===== config.mk =====
export PLATFORM = sky130hd
export DESIGN_NAME = lra_burst_seq
export DESIGN_NICKNAME = d
export VERILOG_FILES = /design/src/rtl/lra_seq_pkg.sv /design/src/rtl/lra_rst_sync.sv /design/src/rtl/lra_pol_gen.sv /design/src/rtl/lra_burst_timer.sv /design/src/rtl/lra_burst_seq.sv
export SDC_FILE = /design/constraint.sdc
export NUM_CORES = 1
export LEC_CHECK = 0
export BUFFER_PORTS_ARGS = -buffer_cell sky130_fd_sc_hd__buf_2
export CORE_MARGIN = 5
export CORE_UTILIZATION = 30
export CTS_BUF_LIST = sky130_fd_sc_hd__clkbuf_4 sky130_fd_sc_hd__clkbuf_8
export DETAILED_ROUTE_END_ITERATION = 7
export PLACE_DENSITY = 0.5
export SYNTH_ARGS = -nofsm -noshare
export SYNTH_HDL_FRONTEND = slang
export SYNTH_SLANG_ARGS = --single-unit

===== constraint.sdc =====
create_clock -name clk -period 2.3 [get_ports clk]
set_input_delay 0.23 -clock clk [delete_from_list [all_inputs] [get_ports clk]]
set_output_delay 0.23 -clock clk [all_outputs]
set_load 0.1 [all_outputs]

===== src/rtl/lra_seq_pkg.sv =====
package lra_seq_pkg;
  typedef enum logic [2:0] {
    PH_GUARD = 3'd0,
    PH_IDLE  = 3'd1,
    PH_QUAL  = 3'd2,
    PH_START = 3'd3,
    PH_DRIVE = 3'd4,
    PH_BRAKE = 3'd5
  } phase_e;
endpackage


===== src/rtl/lra_rst_sync.sv =====
module lra_rst_sync (
  input  logic clk,
  input  logic arst_n,
  output logic srst_n
);
  logic [1:0] sync_q;

  always_ff @(posedge clk or negedge arst_n) begin
    if (!arst_n) sync_q <= 2'b00;
    else         sync_q <= {sync_q[0], 1'b1};
  end

  assign srst_n = sync_q[1];
endmodule


===== src/rtl/lra_pol_gen.sv =====
module lra_pol_gen #(
  parameter int HALFW = 12
) (
  input  logic             clk,
  input  logic             rst_n,
  input  logic             run,
  input  logic             restart,
  input  logic [HALFW-1:0] half_cyc,
  output logic             pol
);
  logic [HALFW-1:0] hc_q, hc_d;
  logic             pol_d;
  logic [HALFW:0]   hc_inc;

  assign hc_inc = {1'b0, hc_q} + {{HALFW{1'b0}}, 1'b1};

  always_comb begin
    hc_d  = hc_q;
    pol_d = pol;
    if (restart) begin
      hc_d  = '0;
      pol_d = 1'b0;
    end else if (run) begin
      if (hc_inc >= {1'b0, half_cyc}) begin
        hc_d  = '0;
        pol_d = ~pol;
      end else begin
        hc_d = hc_inc[HALFW-1:0];
      end
    end
  end

  always_ff @(posedge clk or negedge rst_n) begin
    if (!rst_n) begin
      hc_q <= '0;
      pol  <= 1'b0;
    end else if (run || restart) begin
      hc_q <= hc_d;
      pol  <= pol_d;
    end
  end

  // polarity frozen whenever the generator is not running
  p_pol_frozen_r11: assert property (@(posedge clk) disable iff (!rst_n)
    (!run && !restart) |=> $stable(pol));
  // a restart always lands on polarity 0
  p_restart_low_r10: assert property (@(posedge clk) disable iff (!rst_n)
    restart |=> !pol);
endmodule


===== src/rtl/lra_burst_timer.sv =====
module lra_burst_timer #(
  parameter int BRAKE_CAP = 30,
  parameter int CW        = 5
) (
  input  logic          clk,
  input  logic          rst_n,
  input  logic          tick,
  input  logic          clr_acc,
  input  logic          acc_en,
  input  logic          load_brk,
  input  logic          brk_en,
  output logic [CW-1:0] drv_ms,
  output logic [CW-1:0] brk_left
);
  localparam logic [CW-1:0] CAP_V = CW'(BRAKE_CAP);

  logic [CW-1:0] drv_d, brk_d;

  always_comb begin
    drv_d = drv_ms;
    if (clr_acc)                             drv_d = '0;
    else if (acc_en && tick && drv_ms < CAP_V) drv_d = drv_ms + 1'b1;
  end

  always_comb begin
    brk_d = brk_left;
    if (load_brk)                                 brk_d = drv_ms;
    else if (brk_en && tick && brk_left != '0)    brk_d = brk_left - 1'b1;
  end

  always_ff @(posedge clk or negedge rst_n) begin
    if (!rst_n) begin
      drv_ms   <= '0;
      brk_left <= '0;
    end else begin
      if (clr_acc || acc_en)   drv_ms   <= drv_d;
      if (load_brk || brk_en)  brk_left <= brk_d;
    end
  end

  // drive time saturates at the cap
  p_drive_sat_r7: assert property (@(posedge clk) disable iff (!rst_n)
    drv_ms <= CAP_V);
  // the brake length never exceeds the cap
  p_brake_sat_r7: assert property (@(posedge clk) disable iff (!rst_n)
    brk_left <= CAP_V);
  // a brake countdown only moves on a tick
  p_brake_step_r6: assert property (@(posedge clk) disable iff (!rst_n)
    (!tick && !load_brk) |=> $stable(brk_left));
endmodule


===== src/rtl/lra_burst_seq.sv =====
module lra_burst_seq
  import lra_seq_pkg::*;
#(
  parameter int HALFW     = 12,
  parameter int STW       = 6,
  parameter int BRAKE_CAP = 30,
  parameter int GUARD_CYC = 200
) (
  input  logic             clk,
  input  logic             rst_n,
  input  logic             stby_n,
  input  logic             en,
  input  logic             tick_ms,
  input  logic [STW-1:0]   start_ms,
  input  logic [HALFW-1:0] half_cyc,
  input  logic             brake_off,
  output logic             ph_idle,
  output logic             ph_start,
  output logic             ph_drive,
  output logic             ph_brake,
  output logic             drive_pol
);
  localparam int PERW = HALFW + 1;
  localparam int CW   = $clog2(BRAKE_CAP + 1);
  localparam int GW   = $clog2(GUARD_CYC + 1);
  localparam logic [GW-1:0] GUARD_LAST = GW'(GUARD_CYC - 1);

  logic          srst_n;
  phase_e        state, nstate;
  logic [GW-1:0]   gcnt, gcnt_d;
  logic [PERW-1:0] qcnt, qcnt_d;
  logic [STW-1:0]  st_cnt, st_d;
  logic [CW-1:0]   drv_ms, brk_left;
  logic            pol;
  logic            running, nrunning, enter_run;
  logic            qual_done, start_last, brake_go;
  phase_e          run_entry;

  lra_rst_sync u_rst (.clk(clk), .arst_n(rst_n), .srst_n(srst_n));

  assign qual_done  = ({1'b0, qcnt} + {{PERW{1'b0}}, 1'b1}) >= {1'b0, half_cyc, 1'b0};
  assign start_last = ({1'b0, st_cnt} + {{STW{1'b0}}, 1'b1}) == {1'b0, start_ms};
  assign brake_go   = !brake_off && (drv_ms != '0);
  assign run_entry  = (start_ms == '0) ? PH_DRIVE : PH_START;

  always_comb begin
    nstate = state;
    gcnt_d = gcnt;
    qcnt_d = qcnt;
    st_d   = st_cnt;
    if (!stby_n) begin
      nstate = PH_GUARD;
      gcnt_d = '0;
    end else begin
      unique case (state)
        PH_GUARD: begin
          if (gcnt == GUARD_LAST) nstate = PH_IDLE;
          else                    gcnt_d = gcnt + 1'b1;
        end
        PH_IDLE: begin
          if (en) begin
            nstate = PH_QUAL;
            qcnt_d = '0;
          end
        end
        PH_QUAL: begin
          if (!en)            nstate = PH_IDLE;
          else if (qual_done) begin
            nstate = run_entry;
            st_d   = '0;
          end else            qcnt_d = qcnt + 1'b1;
        end
        PH_START: begin
          if (!en)                          nstate = brake_go ? PH_BRAKE : PH_IDLE;
          else if (tick_ms && start_last)   nstate = PH_DRIVE;
          else if (tick_ms)                 st_d   = st_cnt + 1'b1;
        end
        PH_DRIVE: begin
          if (!en) nstate = brake_go ? PH_BRAKE : PH_IDLE;
        end
        PH_BRAKE: begin
          if (en) begin
            nstate = run_entry;
            st_d   = '0;
          end else if (tick_ms && brk_left == CW'(1)) nstate = PH_IDLE;
        end
        default: nstate = PH_GUARD;
      endcase
    end
  end

  always_ff @(posedge clk or negedge srst_n) begin
    if (!srst_n) begin
      state  <= PH_GUARD;
      gcnt   <= '0;
      qcnt   <= '0;
      st_cnt <= '0;
    end else begin
      state <= nstate;
      if (state == PH_GUARD || !stby_n) gcnt <= gcnt_d;
      if (state == PH_IDLE || state == PH_QUAL) qcnt <= qcnt_d;
      if (nstate == PH_START || state == PH_START) st_cnt <= st_d;
    end
  end

  assign running   = (state == PH_START) || (state == PH_DRIVE);
  assign nrunning  = (nstate == PH_START) || (nstate == PH_DRIVE);
  assign enter_run = nrunning && !running;

  lra_burst_timer #(.BRAKE_CAP(BRAKE_CAP), .CW(CW)) u_timer (
    .clk      (clk),
    .rst_n    (srst_n),
    .tick     (tick_ms),
    .clr_acc  (enter_run),
    .acc_en   (running && en),
    .load_brk (nstate == PH_BRAKE && state != PH_BRAKE),
    .brk_en   (state == PH_BRAKE && !en),
    .drv_ms   (drv_ms),
    .brk_left (brk_left)
  );

  lra_pol_gen #(.HALFW(HALFW)) u_pol (
    .clk      (clk),
    .rst_n    (srst_n),
    .run      (running && nrunning),
    .restart  (enter_run),
    .half_cyc (half_cyc),
    .pol      (pol)
  );

  assign ph_idle   = (state == PH_GUARD) || (state == PH_IDLE) || (state == PH_QUAL);
  assign ph_start  = (state == PH_START);
  assign ph_drive  = (state == PH_DRIVE);
  assign ph_brake  = (state == PH_BRAKE);
  assign drive_pol = running ? pol : (ph_brake ? ~pol : 1'b0);

  // standby forces idle with no polarity request
  p_standby_idle_r1: assert property (@(posedge clk) disable iff (!srst_n)
    !stby_n |=> (ph_idle && !drive_pol));
  // leaving standby never drives at once
  p_guard_idle_r2: assert property (@(posedge clk) disable iff (!srst_n)
    $rose(stby_n) |=> ph_idle);
  // a brake can only begin with braking enabled
  p_no_brake_off_r8: assert property (@(posedge clk) disable iff (!srst_n)
    (ph_brake && !$past(ph_brake)) |-> !$past(brake_off));
  // brake entry inverts the last drive polarity
  p_brake_invert_r11: assert property (@(posedge clk) disable iff (!srst_n)
    (ph_brake && !$past(ph_brake)) |-> (drive_pol != $past(drive_pol)));
  // polarity held through the brake
  p_brake_hold_r11: assert property (@(posedge clk) disable iff (!srst_n)
    (ph_brake && $past(ph_brake)) |-> $stable(drive_pol));
  // exactly one phase flag
  p_one_phase_r13: assert property (@(posedge clk) disable iff (!srst_n)
    $onehot({ph_idle, ph_start, ph_drive, ph_brake}));
endmodule


Word level (Yosys, flattened, before mapping)

Index checks and enable logic that the tools add are counted.

Bits in registers: 55
Input port bits: 24
Output and inout port bits: 5
Word-level logic and storage cells: 125

Add/subtract/negate cells: 8
Magnitude comparators: 3
Eq/ne operators: 22
Multiplexer cells: 39
Bitwise gates (word level): 1
Reduce and logical (&&, ||, !) cells: 43

Operators by type and width:

| operator                                       | number |
|---|---|
| 2-to-1 mux 13 bit                              | 3 |
| 2-to-1 mux 12 bit                              | 3 |
| 2-to-1 mux 3 bit                               | 12 |
| 2-to-1 mux 6 bit                               | 6 |
| case mux 13 bit (2 select lines)               | 1 |
| 2-to-1 mux 8 bit                               | 3 |
| 2-to-1 mux 5 bit                               | 4 |
| != test 2 bit (second input constant)          | 9 |
| case mux 3 bit (6 select lines)                | 1 |
| case mux 6 bit (3 select lines)                | 1 |
| adder 13 x 1 -> 14 bit (second input constant) | 1 |
| greater-or-equal comparator 14 x 13 -> 1 bit   | 1 |
| adder 12 x 1 -> 13 bit (second input constant) | 1 |
| adder 13 x 1 -> 13 bit (second input constant) | 1 |
| greater-or-equal comparator 13 x 12 -> 1 bit   | 1 |
| == test 3 bit (second input constant)          | 4 |
| logical AND 1 bit                              | 12 |
| logical OR 1 bit                               | 10 |
| nonzero test 2 bit                             | 5 |
| nonzero test 5 bit                             | 2 |
| == test 3 x 2 -> 1 bit (second input constant) | 3 |
| AND reduction 9 bit                            | 1 |
| adder 8 x 1 -> 8 bit (second input constant)   | 1 |
| == test 8 bit (second input constant)          | 1 |
| other kinds (19)                               | 29 |

Depth between registers and ports, before layout

Word-level depth: 12
Gate-level depth with buffers: 18
Mapped depth without buffers: 16

By module

From an unflattened synthesis, not the netlist that was laid out.

Cells, all modules: 495
Area, all modules: 4,185.3 µm²

Modules (own cells, without submodules):

| module          | times used | cells an instance | area an instance (µm²) | sequential area each (µm²) |
|---|---|---|---|---|
| lra_burst_seq   | 1          | 295               | 2,399.8                | 750.7 |
| lra_pol_gen     | 1          | 137               | 1,176.1                | 325.3 |
| lra_burst_timer | 1          | 60                | 555.5                  | 250.2 |
| lra_rst_sync    | 1          | 3                 | 53.8                   | 50.0 |

Worst setup path after synthesis

OpenSTA, ideal clock, no wires.

Path type: flip-flop to output port
Start point: register state[1]
End point: output port drive_pol
Data arrival time: 4,016 ps
Data required time: 2,070 ps
Slack: -1,946 ps
Cell stages (with the launch flop): 6
Path buffers: 1
Cell sequence: dfrtp_1 -> clkbuf_1 -> nand2b_1 -> nor2_1 -> nor2_1 -> a21oi_1

Cells in the longest elaborated chain, start to end: 3
Elaborated cells between the ends (all ways): 6
Those cells by class: 3 x eq/ne; 2 x mux; 1 x reduce/logical

Ends and longest elaborated chain:

| item                     | line                 | text |
|---|---|---|
| start: declaration       | lra_burst_seq.sv:29  | `phase_e state, nstate;` |
| start signal: assignment | lra_burst_seq.sv:99  | `state <= nstate;` |
| == test 3 x 2 -> 1 bit   | n/a                  |  |
| via ph_start             | lra_burst_seq.sv:18  | `output logic ph_start,` |
| logical OR 1 bit         | lra_burst_seq.sv:106 | `assign running = (state == PH_START) \|\| (state == PH_DRIVE);` |
| 2-to-1 mux 1 bit         | lra_burst_seq.sv:135 | `assign drive_pol = running ? pol : (ph_brake ? ~pol : 1'b0);` |
| end: declaration         | lra_burst_seq.sv:21  | `output logic drive_pol` |

The timed path passes the listed nets, and every way through them passes these cells.

Final worst setup path

Start point: register qcnt[1]
End point: register u_pol.hc_q[4]

Cells in the longest elaborated chain, start to end: 11
Elaborated cells between the ends (all ways): 15
Those cells by class: 1 x add/sub; 1 x order compare; 2 x eq/ne; 5 x mux; 6 x reduce/logical

Ends and longest elaborated chain:

| item                                                                    | line                                       | text |
|---|---|---|
| start: declaration                                                      | lra_burst_seq.sv:31                        | `logic [PERW-1:0] qcnt, qcnt_d;` |
| start signal: assignment                                                | lra_burst_seq.sv:101                       | `if (state == PH_IDLE \|\| state == PH_QUAL) qcnt <= qcnt_d;` |
| adder 13 x 1 -> 14 bit (*)                                              | lra_burst_seq.sv:41                        | `assign qual_done = ({1'b0, qcnt} + {{PERW{1'b0}}, 1'b1}) >= {1'b0, half_cyc, 1'b0};` |
| greater-or-equal comparator 14 x 13 -> 1 bit (*)                        | lra_burst_seq.sv:41                        |  |
| 2-to-1 mux 3 bit (*)                                                    | lra_burst_seq.sv:68                        | `else if (qual_done) begin` |
| 2-to-1 mux 3 bit (*)                                                    | lra_burst_seq.sv:67                        | `if (!en) nstate = PH_IDLE;` |
| case mux 3 bit (6 select lines) (*)                                     | lra_burst_seq.sv:55                        | `unique case (state)` |
| 2-to-1 mux 3 bit (*)                                                    | lra_burst_seq.sv:51                        | `if (!stby_n) begin` |
| == test 3 x 2 -> 1 bit / == test 3 bit (equally long branches)          | lra_burst_seq.sv:107                       | `assign nrunning = (nstate == PH_START) \|\| (nstate == PH_DRIVE);` |
| logical OR 1 bit (*)                                                    | lra_burst_seq.sv:107                       |  |
| logical AND 1 bit, on equally long branches                             | lra_burst_seq.sv:108, lra_burst_seq.sv:125 |  |
| nonzero test 2 bit (no line) / logical OR 1 bit (equally long branches) | n/a                                        |  |
| AND reduction 2 bit (no line)                                           | n/a                                        |  |
| end signal: assignment                                                  | lra_pol_gen.sv:35                          | `hc_q <= '0;` |
| end signal: assignment                                                  | lra_pol_gen.sv:38                          | `hc_q <= hc_d;` |
| end: declaration                                                        | lra_pol_gen.sv:11                          | `logic [HALFW-1:0] hc_q, hc_d;` |

Mark *: on every way between the ends. The rest lies on a longest branch, timed or not.
A chain may end at the register's enable or synchronous reset.

==> metrics.txt <==
status=finished, violations left; violated checks=setup timing; instance area after placement=0.00510 mm2; total power consumption of the routed design=1.74 mW; number of DRC violations after detailed routing=0; Final Instance Count excl. Fillers=761; tightest hold margin=178 ps; initial antenna violation count=0; max_slew headroom=59.6%; CTS Root Buffer Type=sky130_fd_sc_hd__clkbuf_8; main area contributors after synthesis=sky130_fd_sc_hd__dfrtp_1 (35%), sky130_fd_sc_hd__ha_1 (10%), sky130_fd_sc_hd__xnor2_1 (6.2%), sky130_fd_sc_hd__nand3_1 (3.9%), sky130_fd_sc_hd__xor2_1 (3.7%); area share of the leading cell type in the synthesized netlist=34.6%; endpoint of the most critical setup path=u_pol.hc_q[4]; Final Instance Area=0.00559 mm2; top cell type by total area after synthesis=sky130_fd_sc_hd__dfrtp_1; number of buffers added on ports=28; share of flip-flops with an asynchronous set or reset=100%; crit path time final=3190 ps; global-route wire length before repair=18,300 um; worst path setup slack after routing=-888 ps; count of TritonRoute iterations in the first routing pass=4; top flip-flop cell by instance count after synthesis=sky130_fd_sc_hd__dfrtp_1; register bit count reported by yosys=55; Cell Chain, Critical Path=ha_4 -> nand3_4 -> inv_4 -> nand3_4 -> nor2_4 -> and3_1 -> xnor2_2 -> ha_1 -> nand4_1 -> a211oi_2 -> o41ai_2 -> a311oi_2 -> a211o_1 -> nand3b_4 -> and2_4 -> mux2i_1; starting density of the core=30.3%; Overflow after GRT=0; DRT iter0 DRCs=134; highest ir drop seen on vdd=0.000206 V; average cell area after synthesis=8.82 um2; Max Cap Viol=0; highest cell delay on the worst timing path=440 ps; clock tree sinks=55; combined buffer and inverter count along the critical path=1; Antenna diodes=0; maximum number of pins on one net before global-route repair=27; number of enable flip-flop cells after synthesis=0; fill cell count=1,336; CP most frequent cell=sky130_fd_sc_hd__nand3_4; share of the clock period used by the worst path after layout=139%; total die area=0.0157 mm2; Critical Path Slowest Stage Cell=sky130_fd_sc_hd__dfrtp_1; Worst Setup Start Kind=flop; I/O Pins=29; final net count=640; part of the Yosys area used for sequential elements=34.6%; family with the most delay on the worst path=simple AND/OR/NAND/NOR gates; power density cells=312 mW/mm2; core area=0.0131 mm2; max-slew violation total from the final report=0; critical path fanouts, max=8; Total GRT Usage=14.0%; H-tree levels=2; slew at the pin closest to its max-slew limit=606 ps; clock tree from TritonCTS=done; Clk Latency, worst-skew pair=340 ps; Worst R2R Path Depth=16; Worst-path clk slew=120 ps; Crit. Startpoint=qcnt[1]; Crit Reg-Reg Endpoint=u_pol.hc_q[4]; logic depth of the worst setup path including buffers=16; Crit. End Element=flop; routability congestion estimate from global placement=0.831; startpoint of the worst-slack reg-to-reg timing path=qcnt[1]; die extent in y=125 um; setup skew after layout=12.1 ps; total via count after detailed routing=3,703; number of placed cells counting well taps=740; number of nets in the synthesized netlist=507; Yosys Warn Count=0; number of global-route vias before repair=3,713; Avg Vias per Cell=4.87; area of the mapped netlist=0.00398 mm2; highest clock rate=314 MHz; width of the die=125 um; count of endpoints failing setup in the final report=45; Worst R2R Setup Slack=-890 ps; required time of the critical path=2560 ps; Crit Path Class=flop to flop; antenna violation net count after detailed routing=0; number of buffers between clock root and the deepest sink=2; cell row count=42; end-of-flow core utilization=42.6%; final wirelength=10,900 um; hpwl dp=8160 um; final hold viol count=0; static leakage power=2.68 nW; total negative slack for setup checks=-35,080 ps; count of distinct cell types in the synthesized netlist=54; RSZ-0062 raised after global routing=true; fraction of final layout cells sized beyond drive strength 1=35.7%; Worst Setup Slack post-DPL=-1020 ps; instance count of the mapped netlist=451; Worst Path Arrival=3450 ps; average wire per standard cell=14.4 um; relative area change from synthesis to final layout=40.5%; min-delay worst type=primary input to asynchronous set/reset pin; total clock buffers created by CTS=5
==> where the power goes <==
part / leakage (nW) / total, mW / switching [mW] / internal, mW
combinational: 1.90 / 0.139 / 0.0731 / 0.0657
sequential: 0.722 / 0.987 / 0.0141 / 0.973
clock: 0.0502 / 0.619 / 0.392 / 0.227
total: 2.68 / 1.74 / 0.479 / 1.27
==> cell usage in the layout (no fill, tap or decap), types with 4 or more instances in the layout <==
cell type,synthesis,final
sky130_fd_sc_hd__a21o_1,4,4
sky130_fd_sc_hd__a22o_1,4,4
sky130_fd_sc_hd__a211o_1,4,4
sky130_fd_sc_hd__clkbuf_8,0,5
sky130_fd_sc_hd__nor4_1,4,4
sky130_fd_sc_hd__nand2_1,38,31
sky130_fd_sc_hd__xnor2_1,28,25
sky130_fd_sc_hd__a32o_1,4,4
sky130_fd_sc_hd__dfrtp_1,55,53
sky130_fd_sc_hd__nand2_2,0,7
sky130_fd_sc_hd__a21oi_1,17,15
sky130_fd_sc_hd__o21ai_2,0,7
sky130_fd_sc_hd__nand3_2,0,4
sky130_fd_sc_hd__o211ai_1,6,6
sky130_fd_sc_hd__and2_1,8,7
sky130_fd_sc_hd__nand4_1,10,10
sky130_fd_sc_hd__mux2i_1,8,8
sky130_fd_sc_hd__nand2b_1,7,7
sky130_fd_sc_hd__xor2_1,17,16
sky130_fd_sc_hd__nor2_1,33,29
sky130_fd_sc_hd__o21ai_1,1,6
sky130_fd_sc_hd__buf_6,2,6
sky130_fd_sc_hd__nor3_1,8,6
sky130_fd_sc_hd__o21ai_0,21,9
sky130_fd_sc_hd__a31oi_1,6,6
sky130_fd_sc_hd__nand3_4,1,5
sky130_fd_sc_hd__inv_1,35,33
sky130_fd_sc_hd__and3_1,9,8
sky130_fd_sc_hd__nand3_1,31,23
sky130_fd_sc_hd__ha_1,32,31
sky130_fd_sc_hd__buf_2,1,27
sky130_fd_sc_hd__buf_4,0,101
sky130_fd_sc_hd__nor2b_1,4,4
==> worst min-delay path by stage <==
stage / slack [ps] / endpoint / start / cells after the start
floorplan: -70 / u_rst.sync_q[0] / rst_n / 0
global placement: 20 / u_rst.sync_q[0] / rst_n / 1
detailed placement: 20 / u_rst.sync_q[0] / rst_n / 1
CTS: 160 / u_rst.sync_q[1] / rst_n / 2
global route: 170 / u_rst.sync_q[1] / rst_n / 2
finish: 180 / u_rst.sync_q[1] / rst_n / 2
==> cells in the mapped netlist, types with 5 or more instances <==
cell type / number
sky130_fd_sc_hd__dfrtp_1: 55
sky130_fd_sc_hd__nand2_1: 38
sky130_fd_sc_hd__inv_1: 35
sky130_fd_sc_hd__nor2_1: 33
sky130_fd_sc_hd__ha_1: 32
sky130_fd_sc_hd__nand3_1: 31
sky130_fd_sc_hd__xnor2_1: 28
sky130_fd_sc_hd__o21ai_0: 21
sky130_fd_sc_hd__a21oi_1: 17
sky130_fd_sc_hd__xor2_1: 17
sky130_fd_sc_hd__nand4_1: 10
sky130_fd_sc_hd__and3_1: 9
sky130_fd_sc_hd__clkbuf_1: 9
sky130_fd_sc_hd__and2_1: 8
sky130_fd_sc_hd__mux2i_1: 8
sky130_fd_sc_hd__nor3_1: 8
sky130_fd_sc_hd__nand2b_1: 7
sky130_fd_sc_hd__o31ai_1: 7
sky130_fd_sc_hd__a31oi_1: 6
sky130_fd_sc_hd__o211ai_1: 6
sky130_fd_sc_hd__o41ai_1: 5
==> routing by layer <==
layer	vias up	part of all wire, %	GRT usage [%]
met1	1771	46	18.3
met2	47	50	23.9
met5	-	0	0
li1	1879	-	-
met4	0	1.1	4.34
met3	6	2.4	2.43
==> registers in the layout, summed over array words and instances, names as in the netlist <==
| name | cells |
|---|---|
| u_pol.pol | 1 |
| u_rst.sync_q | 2 |
| state | 3 |
| u_pol.hc_q | 12 |
| gcnt | 8 |
| qcnt | 13 |
| u_timer.brk_left | 5 |
| st_cnt | 6 |
| u_timer.drv_ms | 5 |
==> what timing repair did <==
action	CTS	global route
hold buffers	1	0
gates cloned	2	0
buffers inserted	6	5
setup endpoints to repair	46	46
resized for setup	27	37
pin swaps	14	17
hold endpoints to repair	2	0
==> worst reg2reg max path, cell delays in order, from the launching register on <==
cell,delay [ps]
sky130_fd_sc_hd__dfrtp_1,440
sky130_fd_sc_hd__ha_4,190
sky130_fd_sc_hd__nand3_4,90
sky130_fd_sc_hd__inv_4,40
sky130_fd_sc_hd__nand3_4,80
sky130_fd_sc_hd__nor2_4,40
sky130_fd_sc_hd__and3_1,200
sky130_fd_sc_hd__xnor2_2,150
sky130_fd_sc_hd__ha_1,310
sky130_fd_sc_hd__nand4_1,90
sky130_fd_sc_hd__a211oi_2,180
sky130_fd_sc_hd__o41ai_2,130
sky130_fd_sc_hd__a311oi_2,250
sky130_fd_sc_hd__a211o_1,250
sky130_fd_sc_hd__nand3b_4,210
sky130_fd_sc_hd__and2_4,240
sky130_fd_sc_hd__mux2i_1,220
==> area by class of cell <==
cell class | instances | area, um2 | share of cell area [%]
clock buffer | 5 | 68.8 | 1.23
clock inverter | 3 | 28.8 | 0.515
inverter | 35 | 134 | 2.39
multi-input combinational | 351 | 2770 | 49.5
sequential | 55 | 1380 | 24.7
tap | 176 | 220 | 3.94
timing repair buffer | 136 | 991 | 17.7
==> logic make-up after synthesis <==
| kind of cell | Yosys count | synth area share, % |
|---|---|---|
| AOI/OAI and AO/OA | 96 | 16.5 |
| xor gates and xnor gates | 45 | 9.90 |
| adders and majority gates | 32 | 10.1 |
| buffers and inverters | 47 | 4.84 |
| DFF | 55 | 34.6 |
| muxes | 11 | 2.86 |
| other | 1 | 0.0942 |
| and+or+nand+nor | 164 | 21.1 |
No activity file was read; power rests on OpenSTA's default activity.
